File: src/rtl/mgmt_cmd_master.sv
module mgmt_cmd_master #(
  parameter int DIV_HALF = 2
) (
  input  logic        clk,
  input  logic        rst_n,
  input  logic        wr_en,
  input  logic [31:0] wr_data,
  output logic [31:0] rd_data,
  output logic        mdc,
  output logic        mdio_o,
  output logic        mdio_oe,
  input  logic        mdio_i
);
  localparam int DW = (DIV_HALF > 1) ? $clog2(DIV_HALF) : 1;
  localparam logic [DW-1:0] DIV_LAST = DW'(DIV_HALF - 1);

  logic [31:0]   cmd_q;
  logic [DW-1:0] div_q;
  logic          mdc_q;
  logic [5:0]    idx_q;
  logic [15:0]   cap_q;
  logic [63:0]   frame;

  wire busy  = cmd_q[31];
  wire is_rd = cmd_q[30];
  wire tick  = busy && (div_q == DIV_LAST);
  wire rise  = tick && !mdc_q;
  wire fall  = tick && mdc_q;

  assign frame = {32'hFFFF_FFFF, 2'b01, is_rd ? 2'b10 : 2'b01,
                  cmd_q[25:21], cmd_q[20:16],
                  is_rd ? 2'b11 : 2'b10,
                  is_rd ? 16'hFFFF : cmd_q[15:0]};

  always_ff @(posedge clk or negedge rst_n) begin
    if (!rst_n) begin
      cmd_q <= '0;
      div_q <= '0;
      mdc_q <= 1'b0;
      idx_q <= '0;
      cap_q <= '0;
    end else if (!busy) begin
      div_q <= '0;
      mdc_q <= 1'b0;
      idx_q <= '0;
      if (wr_en) cmd_q <= wr_data;
    end else begin
      div_q <= tick ? '0 : div_q + 1'b1;
      if (tick) mdc_q <= ~mdc_q;
      if (rise && is_rd && idx_q >= 6'd48) cap_q <= {cap_q[14:0], mdio_i};
      if (fall) begin
        if (idx_q == 6'd63) begin
          cmd_q[31] <= 1'b0;
          if (is_rd) cmd_q[15:0] <= cap_q;
        end else begin
          idx_q <= idx_q + 6'd1;
        end
      end
    end
  end

  assign rd_data = cmd_q;
  assign mdc     = mdc_q;
  assign mdio_o  = frame[6'd63 - idx_q];
  assign mdio_oe = busy && !(is_rd && idx_q >= 6'd46);
endmodule

File: config.mk
export PLATFORM = sky130hd
export DESIGN_NAME = mgmt_cmd_master
export DESIGN_NICKNAME = d
export VERILOG_FILES = /design/src/rtl/mgmt_cmd_master.sv
export SDC_FILE = /design/constraint.sdc
export NUM_CORES = 1
export LEC_CHECK = 0
export BUFFER_PORTS_ARGS = -buffer_cell sky130_fd_sc_hd__buf_2
export CAP_MARGIN = 20
export CELL_PAD_IN_SITES_DETAIL_PLACEMENT = 0
export CELL_PAD_IN_SITES_GLOBAL_PLACEMENT = 2
export CORE_MARGIN = 2
export CORE_UTILIZATION = 35
export CTS_BUF_LIST = sky130_fd_sc_hd__clkbuf_8
export DETAILED_ROUTE_END_ITERATION = 6
export GPL_TIMING_DRIVEN = 0
export PLACE_DENSITY_LB_ADDON = 0.1
export SKIP_CTS_REPAIR_TIMING = 1
export SLEW_MARGIN = 20
export SYNTH_ARGS = -nofsm -noshare
export SYNTH_HDL_FRONTEND = slang
export SYNTH_SLANG_ARGS = --single-unit
File: constraint.sdc
create_clock -name clk -period 2.4 [get_ports clk]
set_input_delay 0.72 -clock clk [delete_from_list [all_inputs] [get_ports clk]]
set_output_delay 0.72 -clock clk [all_outputs]
set_load 0.02 [all_outputs]
Yosys cells after proc, flatten, opt, wreduce, memory -nomap -nowiden
Index checks and enable logic that the tools add are counted.
{"block": "word_totals", "regBits": 56, "in_bits": 36, "output_inout_bits": 35, "word_cells": 55}
{"block": "classes", "add_sub_neg": 3, "n_lt_le_gt_ge": 3, "n_eq_ne": 6, "muxes": 20, "bitwise": 2, "n_reduce_logical": 14}
{"operator": "$mux 16", "n": 5}
{"operator": "$mux 32", "n": 1}
{"operator": "$mux 6", "n": 3}
{"operator": "$ge 6x6->1 const B", "n": 2}
{"operator": "$mux 1", "n": 9}
{"operator": "$logic_and 1x1->1", "n": 7}
{"operator": "$lt 6x7->1 const B", "n": 1}
{"operator": "$add 6x1->6 const B", "n": 1}
{"operator": "$bmux 1 s6", "n": 1}
{"operator": "$eq 6x6->1 const B", "n": 1}
{"operator": "$ne 2x1->1 const B", "n": 3}
{"operator": "$reduce_and 2->1", "n": 3}
{"operator": "$sub 6x6->6 const A", "n": 1}
{"operator": "$ne 2x2->1 const B", "n": 2}
{"operator": "$reduce_and 4->1", "n": 1}
{"operator": "$logic_not 1->1", "n": 2}
{"operator": "$mux 2", "n": 1}
{"operator": "$not 1->1", "n": 2}
{"operator": "$reduce_bool 2->1", "n": 1}
{"operator": "$add 1x1->1 const B", "n": 1}

Logic depth before layout (Yosys ltp)
{"block": "depth", "depth_word": 5, "ltp_mapped": 6, "depth_no_buf": 5}

Worst setup path before layout
No wires, ideal clock.
{"block": "synth_path", "path_type": "flip-flop to output port", "startpoint": "register idx_q[0]", "endpoint": "output port mdio_o", "arrival_time_ns": 1.701, "required_ns": 1.680, "setup_slack_ns": -0.021, "path_stages_with_launch": 7, "path_buffers": 2, "path_cell_list": "dfrtp_1 > buf_2 > buf_2 > mux2i_1 > o32ai_1 > nor4_1 > a211oi_1"}
{"block": "synth_via", "elab_chain_len": 3}
{"item": "start: declaration", "line": "20", "text": "logic [5:0] idx_q;"}
{"item": "start signal: assignment", "line": "56", "text": "idx_q <= idx_q + 6'd1;"}
{"item": "$sub 6x6->6", "line": "64", "text": "assign mdio_o = frame[6'd63 - idx_q];"}
{"item": "$bmux 1 s6", "line": "64"}
{"item": "$mux 1 (not written as such)", "line": "64"}
{"item": "end: declaration", "line": "10", "text": "output logic mdio_o,"}
No other way between the ends. The select of a mux whose other input is x is not followed.

Worst setup path in the final report
Ends and elaborated chain as after synthesis.

==> summary.md <==
| Metric | Value |
|---|---|
| Synth Instances | `229` |
| Final Non-Filler Cells | `409` |
| Placer Congestion | `0.743` |
| Unrepaired setup endpoints after global routing | `yes` |
| Layout fillers | `775` |
| Setup TNS | `-0.364 ns` |
| DIE HEIGHT | `91.8 um` |
| Dpl cells | `401` |
| Clk sink count | `56` |
| Sequential element share of the synthesized area | `51.9%` |
| P_leak | `1.57 nW` |
| Synthesis-to-finish area growth | `24.4%` |
| TritonRoute pass-1 iters | `4` |
| Die width | `91.8 um` |
| Area contributors post-synth | `dfrtp_1 (52%), mux2_2 (12%), a21oi_1 (3.9%)` |
| Tcrit/Tclk final | `115%` |
| Clock Path Buffers | `2` |
| Via Count | `2,003` |
| Synth warn | `0` |
| CP Capture Type | `output pin` |
| Final setup violation count | `1` |
| Critical Path AT | `2.04 ns` |
| Max Slew Vio Count | `0` |
| Fin crit period | `2.76 ns` |
| Rel. slew slack | `51.6%` |
| Worst-path fanout max | `5` |
| Wire per inst | `15.9 um` |
| First-pass GRT wire length | `10,500 um` |
| Peak supply drop | `0.000248 V` |
| Routed vias/inst | `4.90` |
| HP Class | `in2async` |
| Tot GR Track Use | `15.8%` |
| Post-synth EDFFs | `0` |
| Final wirelength | `6490 um` |
| Number of port buffers | `70` |
| Area of the multi-input gates | `1240 um^2` |
| I/O Pins | `71` |
| Commonest non-fill, non-tap cell in the layout | `buf_2` |
| Initial antenna violation count | `0` |
| Status | `finished with violations` |
| Failing checks | `setup timing` |
| Met2 global-route usage | `24.7%` |
| Avg Cell Area, Syn | `11.8 um^2` |
| Vias in the first global route | `1,938` |
| Total power | `1.77 mW` |
| M1 GR Usage | `23.0%` |
| CTS tree | `yes` |
| CTS buffer count | `5` |
| Initial DRC count | `76` |
| PnR worst setup slack | `-0.364 ns` |
| Remaining routing DRC violations | `0` |
| Area share of the largest cell type after synthesis | `51.9%` |
| Worst Path Required | `1.68 ns` |
| Clk_skew | `0.00546 ns` |
| Routed Antenna Nets | `0` |
| # rows | `32` |
| Max cap viols | `0` |
| Crit Path Class | `reg2out` |
| Remaining Overflow, GRT | `0` |
| Clock-pin slew on the worst setup and hold paths | `0.10 ns` |
| Most frequent cells in the layout | `buf_2 (71), dfrtp_1 (56), mux2_2 (29)` |
| Core area | `7610 um^2` |
| #FFs+latches synth | `56` |
| FFs w/ async S/R, synth | `100%` |
| Placed instance area | `3180 um^2` |
| CTS root buf | `clkbuf_8` |
| F_max | `362 MHz` |
| Detailed Place HPWL | `4700 um` |
| Syn_nets | `267` |
| Nets | `344` |
| Met3 GRT Util | `3.29%` |
| Synth Cell Area | `2700 um^2` |
| Largest net degree at the start of global routing | `57` |
| Initial Utilization | `35.5%` |
| Reg area | `1400 um^2` |
| CTS H-Tree Depth | `2` |
| Synth Flop Type | `dfrtp_1` |
| Grt peak-use layer | `met2` |
| Cell area after layout | `3360 um^2` |
| Yosys cell types | `42` |
| Actual slew at the worst max-slew pin | `0.726 ns` |
| Die ar. | `8430 um^2` |
| Final hold vios | `0` |
| Layout cells sized above 1 | `44.0%` |
| ANT cells | `0` |
| Dominant cell type by area after synthesis | `dfrtp_1` |
| Clk_lat worst skew | `0.31 ns` |
| Worst setup SP type | `flop` |
| Cell area power density | `528 nW/um^2` |
-- cells by family (layout without fill, tap and decap cells) --
group           count (synthesis)  count (layout)  share of synthesized area, %
compound gates                 48              48                          12.2
xor+xnor                        6               6                          1.95
fa+ha+maj                       2               2                         0.927
buf+inv                        19              97                          3.43
flops                          56              56                          51.9
mux                            41              41                          17.9
simple gates                   57              57                          11.6
-- area by class of cell --
class / instances / area share (%)
repair buffers: 72 / 11.0
clock inverters: 3 / 1.38
inverters: 2 / 0.224
plain buffers: 15 / 2.80
multi-input cells: 154 / 37.0
well taps: 102 / 3.80
clock buffers: 5 / 2.05
flip-flops and latches: 56 / 41.8
-- layer usage --
layer / vias up / part of all wire, %
met5: - / 0
met4: 0 / 0.62
met3: 4 / 5.0
met1: 970 / 48
met2: 52 / 47
li1: 977 / -
-- final timing paths --
path	end	slack, ns	cells past startpoint	startpoint
setup / recovery	mdio_o	-0.36	6	idx_q[0]$_DFFE_PN0P_
hold / removal	idx_q[5]$_DFFE_PN0P_	0.46	1	rst_n
setup reg to reg	rd_data[8]$_DFFE_PN0P_	0.43	5	idx_q[1]$_DFFE_PN0P_
hold reg to reg	rd_data[26]$_DFFE_PN0P_	0.51	1	rd_data[26]$_DFFE_PN0P_
max in group asynchronous	rd_data[18]$_DFFE_PN0P_	1.45	1	rst_n
min in group clk	rd_data[26]$_DFFE_PN0P_	0.51	1	rd_data[26]$_DFFE_PN0P_
-- power by group --
part,total [mW],internal (mW),switching [mW]
sequential,0.992,0.970,0.0222
clock,0.629,0.315,0.314
combinational,0.150,0.0615,0.0880
total,1.77,1.35,0.424
-- state kept, by name, indices dropped and copies added (netlist names) --
register and count:
rd_data 32, cap_q 16, idx_q 6, div_q 1
mdc 1
-- synth_stat cells, drive strengths merged, types with 2 or more instances --
cell type  number
and3b           2
nand3           2
a22oi          14
a2111oi         2
a311oi          2
a21oi          21
xor2            3
ha              2
nand2          11
mux2           29
mux4            3
inv             2
nor2           19
nor2b           3
and2            9
nand2b          2
clkbuf          9
mux2i           9
buf             8
o21ai           2
dfrtp          56
xnor2           3
nand4           2
-- worst max-delay path: stages, from the launching register on --
cell      delay [ns]
dfrtp_1         0.40
buf_6           0.16
mux4_2          0.50
and3b_1         0.22
nor4_4          0.17
a211oi_2        0.12
buf_4           0.18
-- metrics by stage --
step	util, %	setup WS [ns]	hold slack (ns)
after detailed placement	41.8	-0.396	0.491
after global placement	41.8	-0.449	0.484
final	44.1	-0.364	0.456
after global routing	44.1	-0.488	0.515
after CTS	43.4	-0.777	0.490
after floorplan	-	0.0423	0.424
No activity file was read; power rests on OpenSTA's default activity.
